===== config.mk =====
export PLATFORM = sky130hd
export DESIGN_NAME = audio_interp_cascade
export DESIGN_NICKNAME = d
export VERILOG_FILES = /design/src/rtl/interp_pkg.sv /design/src/rtl/hb_stage.sv /design/src/rtl/zoh_timebase.sv /design/src/rtl/audio_interp_cascade.sv
export SDC_FILE = /design/constraint.sdc
export NUM_CORES = 1
export LEC_CHECK = 0
export BUFFER_PORTS_ARGS = -buffer_cell sky130_fd_sc_hd__buf_2
export CORE_MARGIN = 2
export CORE_UTILIZATION = 60
export DETAILED_ROUTE_END_ITERATION = 8
export PLACE_DENSITY = 0.77
export SKIP_LAST_GASP = 1
export SYNTH_ARGS = -nofsm -noshare
export SYNTH_HDL_FRONTEND = slang
export SYNTH_SLANG_ARGS = --single-unit

===== constraint.sdc =====
create_clock -name clk -period 14.2 [get_ports clk]
set_input_delay 2.84 -clock clk [delete_from_list [all_inputs] [get_ports clk]]
set_output_delay 2.84 -clock clk [all_outputs]
set_load 0.005 [all_outputs]

===== src/rtl/interp_pkg.sv =====
package interp_pkg;
    localparam int HIST_LEN   = 4;   // taps that reach the interpolated phase
    localparam int EXT_BITS   = 6;   // headroom for the 20x worst-case tap sum
    localparam int FRAC_SHIFT = 4;   // kernel scaled by 16
    localparam int CENTRE_MUL = 9;   // inner tap weight (outer tap weight is -1)

    typedef enum logic {
        PH_CONSUME = 1'b0,
        PH_INTERP  = 1'b1
    } hb_phase_e;
endpackage


===== src/rtl/hb_stage.sv =====
module hb_stage
    import interp_pkg::*;
#(
    parameter int W = 16
) (
    input  logic                clk,
    input  logic                rst_n,
    input  logic                clr,
    input  logic                active,
    input  logic                step,
    input  logic signed [W-1:0] in_s,
    output logic signed [W-1:0] out_s,
    output logic                take
);
    localparam int AW = W + EXT_BITS;
    localparam logic signed [AW-1:0] MAXV = {{(EXT_BITS+1){1'b0}}, {(W-1){1'b1}}};
    localparam logic signed [AW-1:0] MINV = {{(EXT_BITS+1){1'b1}}, {(W-1){1'b0}}};

    typedef struct packed {
        logic [HIST_LEN-1:0][W-1:0] hist;   // [0] newest
        hb_phase_e                  ph;
    } st_t;

    st_t st_d, st_q;

    function automatic logic signed [AW-1:0] ext(input logic [W-1:0] v);
        return $signed({{EXT_BITS{v[W-1]}}, v});
    endfunction

    logic signed [AW-1:0] acc, shifted;
    logic signed [W-1:0]  mid;

    always_comb begin
        acc = CENTRE_MUL * ext(st_q.hist[2]) + CENTRE_MUL * ext(st_q.hist[1])
              - ext(st_q.hist[3]) - ext(st_q.hist[0]);
        shifted = acc >>> FRAC_SHIFT;
        if (shifted > MAXV)      mid = MAXV[W-1:0];
        else if (shifted < MINV) mid = MINV[W-1:0];
        else                     mid = shifted[W-1:0];

        st_d  = st_q;
        take  = 1'b0;
        out_s = in_s;
        if (active) begin
            if (st_q.ph == PH_CONSUME) begin
                out_s = $signed(st_q.hist[1]);
                if (step) begin
                    take       = 1'b1;
                    st_d.hist  = {st_q.hist[HIST_LEN-2:0], in_s};
                    st_d.ph    = PH_INTERP;
                end
            end else begin
                out_s = mid;
                if (step) st_d.ph = PH_CONSUME;
            end
        end else begin
            take = step;
        end
        if (clr) st_d = '0;
    end

    always_ff @(posedge clk or negedge rst_n) begin
        if (!rst_n) st_q <= '0;
        else        st_q <= st_d;
    end

    // an emitted original sample is the one that moves to the centre slot
    assert_pass_through_R1: assert property (@(posedge clk) disable iff (!rst_n)
        (active && step && !clr && st_q.ph == PH_CONSUME)
        |=> ($signed(st_q.hist[2]) == $past(out_s)));
endmodule


===== src/rtl/zoh_timebase.sv =====
module zoh_timebase #(
    parameter int ZOH_LEN = 16
) (
    input  logic clk,
    input  logic rst_n,
    input  logic clr,
    input  logic tick,
    output logic step,
    output logic strobe
);
    localparam int CW = (ZOH_LEN > 1) ? $clog2(ZOH_LEN) : 1;
    localparam logic [CW-1:0] LAST = CW'(ZOH_LEN - 1);

    typedef struct packed {
        logic [CW-1:0] cnt;
        logic          strobe;
    } tb_t;

    tb_t tb_d, tb_q;

    always_comb begin
        tb_d        = tb_q;
        step        = tick && !clr && (tb_q.cnt == '0);
        tb_d.strobe = tick && !clr;
        if (tick) tb_d.cnt = (tb_q.cnt == LAST) ? '0 : tb_q.cnt + 1'b1;
        if (clr)  tb_d.cnt = '0;
    end

    always_ff @(posedge clk or negedge rst_n) begin
        if (!rst_n) tb_q <= '0;
        else        tb_q <= tb_d;
    end

    assign strobe = tb_q.strobe;

    // a clear restarts the hold window so the next tick is a step
    assert_clear_restarts_R4: assert property (@(posedge clk) disable iff (!rst_n)
        clr |=> (tb_q.cnt == '0));
endmodule


===== src/rtl/audio_interp_cascade.sv =====
module audio_interp_cascade
    import interp_pkg::*;
#(
    parameter int SAMPLE_W = 16,
    parameter int STAGES   = 3,
    parameter int MODE_W   = 2,
    parameter int ZOH_LEN  = 16
) (
    input  logic                       clk,
    input  logic                       rst_n,
    input  logic                       sync_clr,
    input  logic [MODE_W-1:0]          rate_sel,
    input  logic                       tick_mod,
    input  logic                       in_valid,
    input  logic signed [SAMPLE_W-1:0] in_sample,
    output logic signed [SAMPLE_W-1:0] out_sample,
    output logic                       out_strobe
);
    localparam int CHK_W = STAGES + 2;

    typedef struct packed {
        logic [MODE_W-1:0]   mode;
        logic [SAMPLE_W-1:0] hold;
        logic [SAMPLE_W-1:0] outv;
    } top_t;

    top_t r_d, r_q;

    logic                       cas_step;
    logic [STAGES-1:0]          active;
    logic [STAGES-1:0]          stg_step;
    logic [STAGES-1:0]          stg_take;
    logic signed [SAMPLE_W-1:0] stg_in  [STAGES];
    logic signed [SAMPLE_W-1:0] stg_out [STAGES];
    int                         n_act;

    zoh_timebase #(.ZOH_LEN(ZOH_LEN)) u_tb (
        .clk    (clk),
        .rst_n  (rst_n),
        .clr    (sync_clr),
        .tick   (tick_mod),
        .step   (cas_step),
        .strobe (out_strobe)
    );

    always_comb begin
        n_act = STAGES - int'(r_q.mode);
        if (n_act < 1) n_act = 1;
        for (int i = 0; i < STAGES; i++) active[i] = (i >= STAGES - n_act);
    end

    genvar g;
    generate
        for (g = 0; g < STAGES; g++) begin : g_stage
            if (g == STAGES - 1) begin : g_last
                assign stg_step[g] = cas_step;
            end else begin : g_mid
                assign stg_step[g] = stg_take[g+1];
            end
            if (g == 0) begin : g_first
                assign stg_in[g] = $signed(r_q.hold);
            end else begin : g_chain
                assign stg_in[g] = stg_out[g-1];
            end
            hb_stage #(.W(SAMPLE_W)) u_hb (
                .clk    (clk),
                .rst_n  (rst_n),
                .clr    (sync_clr),
                .active (active[g]),
                .step   (stg_step[g]),
                .in_s   (stg_in[g]),
                .out_s  (stg_out[g]),
                .take   (stg_take[g])
            );
        end
    endgenerate

    always_comb begin
        r_d = r_q;
        if (cas_step) r_d.outv = stg_out[STAGES-1];
        if (in_valid) r_d.hold = in_sample;
        if (sync_clr) begin
            r_d      = '0;
            r_d.mode = rate_sel;
        end
    end

    always_ff @(posedge clk or negedge rst_n) begin
        if (!rst_n) r_q <= '0;
        else        r_q <= r_d;
    end

    assign out_sample = $signed(r_q.outv);

    // checker: cascade steps since the last clear
    logic [CHK_W-1:0] chk_steps_q;
    always_ff @(posedge clk or negedge rst_n) begin
        if (!rst_n)        chk_steps_q <= '0;
        else if (sync_clr) chk_steps_q <= '0;
        else if (cas_step) chk_steps_q <= chk_steps_q + 1'b1;
    end

    assert_take_spacing_R3: assert property (@(posedge clk) disable iff (!rst_n)
        cas_step |-> (stg_take[0] ==
            ((chk_steps_q & CHK_W'((1 << n_act) - 1)) == '0)));

    assert_hold_between_steps_R4: assert property (@(posedge clk) disable iff (!rst_n)
        (!$past(cas_step) && !$past(sync_clr)) |-> $stable(out_sample));

    assert_strobe_follows_tick_R5: assert property (@(posedge clk) disable iff (!rst_n)
        out_strobe |-> $past(tick_mod));

    assert_mode_held_R7: assert property (@(posedge clk) disable iff (!rst_n)
        !$past(sync_clr) |-> $stable(r_q.mode));
endmodule


Yosys cells after proc, flatten, opt, wreduce, memory -nomap -nowiden --
Cells that the tools add are included.
Word-level totals: bits in registers 234, bits in latches 0, bits in writable memories 0, memory bits (read-only) 0, bits of input ports 23, output and inout port bits 17, word-level logic and storage cells 110, memories kept 0
Cells by class: add/sub/neg operators 12, $mul 6, div/mod/pow operators 0, magnitude comparators 10, equal/unequal tests 4, shift-type cells 0, mux-type cells 43, bitwise logic cells 0, reductions and logical operators 15
Operators by type and width (number):
- $mux 65 | 9
- $mux 16 | 14
- $mux 64 | 3
- $sub 22x16->22 | 6
- $mul 5x16->21 const A | 6
- $add 22x22->22 | 3
- $mux 32 | 2
- $gt 18x16->1 const B | 3
- $lt 18x16->1 const B | 3
- $ge 1x32->1 const A | 1
- $ge 2x32->1 const A | 1
- $ge 3x32->1 const A | 1
- $sub 3x32->32 const A | 1
- $reduce_bool 2->1 | 8
- $mux 1 | 12
- $mux 4 | 3
- $reduce_and 3->1 | 3
- $ne 2x2->1 const B | 3
- $add 4x1->4 const B | 1
- $eq 4x4->1 const B | 1
- $logic_not 4->1 | 1
- $lt 3x2->1 const B | 1
- $sub 2x2->3 const A | 1
- $logic_and 1x1->1 | 2
- $logic_not 1->1 | 1

Logic depth before layout (Yosys ltp) --
depth in word-level cells 14, gate-level depth with buffers 30, depth with buffers taken out 28

By module --
Synthesis repeated with hierarchy kept, for this count alone.
Second synthesis, totals: cells, all modules 2337, area, all modules 21884.7 um^2
By module, submodules not included:
- hb_stage (g_stage[2].u_hb) | times used 1, cells an instance 782, area each 6861.6 um^2, sequential area each 1626.6 um^2
- hb_stage (g_stage[1].u_hb) | times used 1, cells an instance 759, area each 6751.5 um^2, sequential area each 1626.6 um^2
- hb_stage (g_stage[0].u_hb) | times used 1, cells an instance 644, area each 6503.7 um^2, sequential area each 1626.6 um^2
- audio_interp_cascade | times used 1, cells an instance 128, area each 1525.2 um^2, sequential area each 850.8 um^2
- zoh_timebase | times used 1, cells an instance 24, area each 242.7 um^2, sequential area each 125.1 um^2

Least setup slack after synthesis --
Ideal clock, no wire load.
path kind register to register, from reg g_stage[1].u_hb.st_q[18] (netlist bit), to reg g_stage[2].u_hb.st_q[5] (netlist bit), setup time 0.076 ns, data arrival time 6.075 ns, data required time 14.124 ns, slack 8.048 ns, stages on the path, launching flop included 28, buffers on the path 1, period minus slack after synthesis 6.152 ns, cells stage by stage dfrtp_1 -> ha_1 -> ha_1 -> fa_1 -> a21o_1 -> a21oi_1 -> o21bai_1 -> a21oi_1 -> nor2b_1 -> o21a_1 -> o31ai_1 -> nand2b_1 -> xnor2_1 -> fa_1 -> fa_1 -> inv_1 -> ha_1 -> a21o_1 -> a21o_1 -> a21o_1 -> a2bb2oi_1 -> a21o_1 -> a21oi_1 -> o221a_4 -> o31ai_4 -> buf_4 -> a21oi_1 -> o21ai_1
On the way: cells in the longest elaborated chain, start to end 13, elaborated cells between the ends (all ways) 14, classes of those cells add/sub (3); mul (1); order compare (2); mux (8)
RTL lines:
- start: declaration | line hb_stage.sv:24 | st_t st_d, st_q;
- start signal: assignment | line hb_stage.sv:64 | else st_q <= st_d;
- $mul 5x16->21 * | line hb_stage.sv:34 | acc = CENTRE_MUL * ext(st_q.hist[2]) + CENTRE_MUL * ext(st_q.hist[1])
- $add 22x22->22 * | line hb_stage.sv:34
- $sub 22x16->22 * (2 in series) | line hb_stage.sv:35 | - ext(st_q.hist[3]) - ext(st_q.hist[0]);
- $lt 18x16->1 | line hb_stage.sv:38 | else if (shifted < MINV) mid = MINV[W-1:0];
- $mux 16 | line hb_stage.sv:38
- $mux 16 * | line hb_stage.sv:37 | if (shifted > MAXV) mid = MAXV[W-1:0];
- $mux 16 * | line hb_stage.sv:45 | if (st_q.ph == PH_CONSUME) begin
- $mux 16 * | line hb_stage.sv:44 | if (active) begin
- $mux 65 * | line hb_stage.sv:47 | if (step) begin
- $mux 64 * | line hb_stage.sv:45
- $mux 65 * | line hb_stage.sv:44
- $mux 65 * | line hb_stage.sv:59 | if (clr) st_d = '0;
- end signal: assignment | line hb_stage.sv:64
- end: declaration | line hb_stage.sv:24
Mark *: on every way between the ends. The rest lies on a longest branch, timed or not. The select of a mux whose other input is x is not followed. A chain may end at the register's enable or synchronous reset.

Worst setup path after layout --
from reg g_stage[2].u_hb.st_q[34] (netlist bit), to reg r_q (netlist bit out_sample[14])
On the way: cells in the longest elaborated chain, start to end 11, elaborated cells between the ends (all ways) 12, classes of those cells add/sub (3); mul (1); order compare (2); mux (6)
RTL lines:
- $mul 5x16->21 * | line hb_stage.sv:34
- $add 22x22->22 * | line hb_stage.sv:34
- $sub 22x16->22 * (2 in series) | line hb_stage.sv:35
- $lt 18x16->1 | line hb_stage.sv:38
- $mux 16 | line hb_stage.sv:38
- $mux 16 * | line hb_stage.sv:37
- $mux 16 * | line hb_stage.sv:45
- $mux 16 * | line hb_stage.sv:44
- $mux 16 * | line audio_interp_cascade.sv:80 | if (cas_step) r_d.outv = stg_out[STAGES-1];
- $mux 32 * | line audio_interp_cascade.sv:82 | if (sync_clr) begin
- end signal: assignment | line audio_interp_cascade.sv:90 | else r_q <= r_d;
- end: declaration | line audio_interp_cascade.sv:27 | top_t r_d, r_q;
Marked as above.

==> run_results.csv <==
group,metric,value,unit
timing,slew-limit-headroom,26.8,%
power_and_ir_drop,p_per_area,86.4,nW/um^2
final_layout,mostFrequentLayoutCell,"nand2_1",
floorplanning,die_y,190,um
global_route,antenna_found_initial,0,
critical_path,reg2reg_to,"out_sample[14]$_DFFE_PN0P_",
synthesis,syn_area,20700,um^2
clock_network,cts_buffer_depth,3,
final_layout,syn2layout_area_growth,6.57,%
timing,timing.fmax,0.139,GHz
critical_path,ff2ff_path_depth,28,
synthesis,yosysWarnings,0,
clock_network,cts_root_buf,"clkbuf_16",
final_layout,nets,2605,
power_and_ir_drop,peakVddDrop,0.0000966,V
final_layout,final_util,64.3,%
place,dp_hpwl,37500,um
global_route,grt_max_degree,91,
floorplanning,die-area,36000,um^2
final_layout,drive_above_1_share,6.74,%
route,route.detailed.drc,0,
synthesis,yosys.cell_types.count,88,
route,via_per_inst,5.93,
route,wirelength,49200,um
route,ant_nets,0,
power_and_ir_drop,power,1.91,mW
clock_network,cts_resized,0,
clock_network,h-tree-depth,1,
critical_path,reg2reg_from,"g_stage[2].u_hb.st_q[34]$_DFFE_PN0P_",
timing,fin_crit_sh,50.5,%
global_route,grt_pass1_wl,81600,um
floorplanning,core_area,34300,um^2
global_route,grt_pass1_vias,16300,
synthesis,synthCells,2218,
timing,tightestPinTransition,1.10,ns
clock_network,cts_buffers,27,
timing,rsz0062_at_grt,"false",
clock_network,clk_latency,0.55,ns
power_and_ir_drop,p_leak,10.9,nW
synthesis,ys_seq_area_share,28.3,%
critical_path,critPathCaptureType,"flop",
status,status,"finished, final reports clean",
global_route,grt_util_all_layers,28.1,%
final_layout,fillers,2748,
clock_network,cts_tree,"built",
place,gp_congestion,0.899,
final_layout,antenna_cells,0,
route,dr.pass1.iters,5,
critical_path,slowest_stage,"xor2_1",
critical_path,crit_end,"out_sample[14]$_DFFE_PN0P_",
critical_path,r2r_slack,7.03,ns
floorplanning,rows,68,
route,vias,15900,
route,drt-wirelength-per-cell,18.3,um
clock_network,cts_setup_buffers,0,
critical_path,cp.required,14.66,ns
critical_path,crit_start,"g_stage[2].u_hb.st_q[34]$_DFFE_PN0P_",
final_layout,final_cell_mix,"nand2_1 (270), ha_1 (247), inv_1 (241), dfrtp_1 (234), a21oi_1 (192)",
synthesis,syn_area_per_cell,9.33,um^2
place,place_area,21100,um^2
route,drt-initial-drc-count,1110,
clock_network,post_cts_hold_buffer_count,0,
floorplanning,start_util,60.3,%
timing,hold_viol,0,
synthesis,synth_nets,2617,
synthesis,async_flop_share,100,%
clock_network,clk_pin_slew,0.06,ns
timing,fin_skew,0.0204,ns
critical_path,start_kind,"flop",
critical_path,crit_type,"flop to flop",
timing,finalSetupViolations,0,
critical_path,crit_path_max_fanout,11,
floorplanning,pin_count,40,
min_path,hold_class,"flop to flop",
synthesis,synth-seq-cells,234,
timing,fin_setup_tns,0,ns
flow_run,max_cap_violations,0,
synthesis,synth_ff_type,"dfrtp_1",
critical_path,cp.arrival,7.64,ns
floorplanning,die_w,190,um
final_layout,postLayoutCellArea,22000,um^2
timing,report.final.slew_viol_count,0,
timing,period_needed,7.17,ns
critical_path,cpMostUsedCell,"o21ai_0",
critical_path,slowest_delay,0.72,ns
global_route,grt.overflow.total,0,
synthesis,synth_edf_count,0,
clock_network,clkSinkCount,234,
place,port_buffers,39,
[cells by family (layout without fill, tap and decap cells)]
logic type	after synthesis	in the layout	share of synthesized area [%]
buffers and inverters	334	343	6.48
XOR/XNOR	135	135	5.85
flip-flops	234	234	28.3
multiplexers	26	26	1.29
adder cells (fa/ha/maj)	376	376	27.4
AO/OA/AOI/OAI	602	602	19.3
AND/OR/NAND/NOR	511	511	11.4
[routing by layer]
metal  part of all wire [%]  up-vias  global-route usage (%)
li1                       -     7598                       -
met1                     42     7812                    36.6
met2                     50      372                    48.8
met3                    4.5      115                    3.15
met4                    3.4        0                    9.63
met5                      0        -                       0
[final cells by class]
| class | count | area [um^2] | share of cell area (%) |
|---|---|---|---|
| clock inverters | 9 | 134 | 0.607 |
| clock buffers | 41 | 768 | 3.48 |
| flip-flops and latches | 234 | 5860 | 26.6 |
| inverters | 242 | 908 | 4.12 |
| multi-input cells | 1650 | 13500 | 61.3 |
| repair buffers | 51 | 298 | 1.35 |
| well taps | 455 | 569 | 2.58 |
[how the worst min path moves through the flow]
stage | end | startpoint | slack (ns) | cells after the start
2_1_floorplan | g_stage[2].u_hb.st_q[17]$_DFFE_PN0P_ | g_stage[2].u_hb.st_q[1]$_DFFE_PN0P_ | 0.45 | 2
3_3_place_gp | g_stage[2].u_hb.st_q[24]$_DFFE_PN0P_ | g_stage[2].u_hb.st_q[8]$_DFFE_PN0P_ | 0.47 | 2
3_5_place_dp | g_stage[2].u_hb.st_q[24]$_DFFE_PN0P_ | g_stage[2].u_hb.st_q[8]$_DFFE_PN0P_ | 0.48 | 2
4_1_cts | g_stage[2].u_hb.st_q[24]$_DFFE_PN0P_ | g_stage[2].u_hb.st_q[8]$_DFFE_PN0P_ | 0.49 | 2
5_1_grt | g_stage[2].u_hb.st_q[24]$_DFFE_PN0P_ | g_stage[2].u_hb.st_q[8]$_DFFE_PN0P_ | 0.52 | 2
6_report | g_stage[2].u_hb.st_q[24]$_DFFE_PN0P_ | g_stage[2].u_hb.st_q[8]$_DFFE_PN0P_ | 0.49 | 2
[registers in the layout, summed over array words and instances (netlist names)]
signal / flops
g_stage.u_hb.st_q: 195
u_tb.strobe: 1
out_sample: 16
u_tb.tb_q: 4
r_q: 18
[critical path, delay by kind of cell, from the launching register on]
kind                       cells  cell delay, ns
AOI/OAI and AO/OA             14            2.66
adders and majority gates      6            2.15
xor gates and xnor gates       3            1.10
and+or+nand+nor                2            0.58
DFF                            1            0.41
buffers and inverters          3            0.17
[synthesized netlist by cell type, types with 8 or more instances]
master / count / share of area, %
a22oi_1: 10 / 0.36
or2_2: 10 / 0.30
nand3_1: 19 / 0.46
a21oi_1: 193 / 4.7
xor2_1: 53 / 2.2
a31oi_1: 24 / 0.73
nor3_1: 20 / 0.48
a21oi_2: 10 / 0.42
o21ai_1: 11 / 0.27
dfrtp_1: 234 / 28
o31ai_1: 10 / 0.36
nand2_1: 270 / 4.9
o21bai_1: 19 / 0.69
buf_4: 18 / 0.65
o21a_1: 18 / 0.65
o211ai_1: 34 / 1.2
a211oi_1: 8 / 0.29
nor2_1: 73 / 1.3
nor3b_1: 18 / 0.65
ha_1: 247 / 15
nor2b_1: 16 / 0.48
nand2b_1: 20 / 0.60
inv_1: 241 / 4.4
xnor2_1: 80 / 3.4
a22o_1: 59 / 2.5
o21ai_0: 113 / 2.7
mux2i_1: 20 / 0.97
and3_1: 9 / 0.27
clkbuf_1: 65 / 1.2
or3_1: 23 / 0.70
fa_1: 129 / 12
a21o_1: 36 / 1.3
o21ai_2: 11 / 0.47
[metrics by stage]
stage / worst slack, ns / hold slack [ns] / instances
5_1_grt: 6.50 / 0.523 / 2682
3_3_place_gp: 7.45 / 0.475 / 2632
4_1_cts: 7.17 / 0.491 / 2682
2_1_floorplan: 8.05 / 0.449 / 2218
3_5_place_dp: 7.20 / 0.481 / 2632
6_report: 7.03 / 0.486 / 2682
[power by group]
part	switching [mW]	leakage [nW]	internal (mW)
registers	0.0210	3.24	0.681
clock network	0.283	0.437	0.428
logic	0.298	7.20	0.194
(Power assumes the default switching activity.)
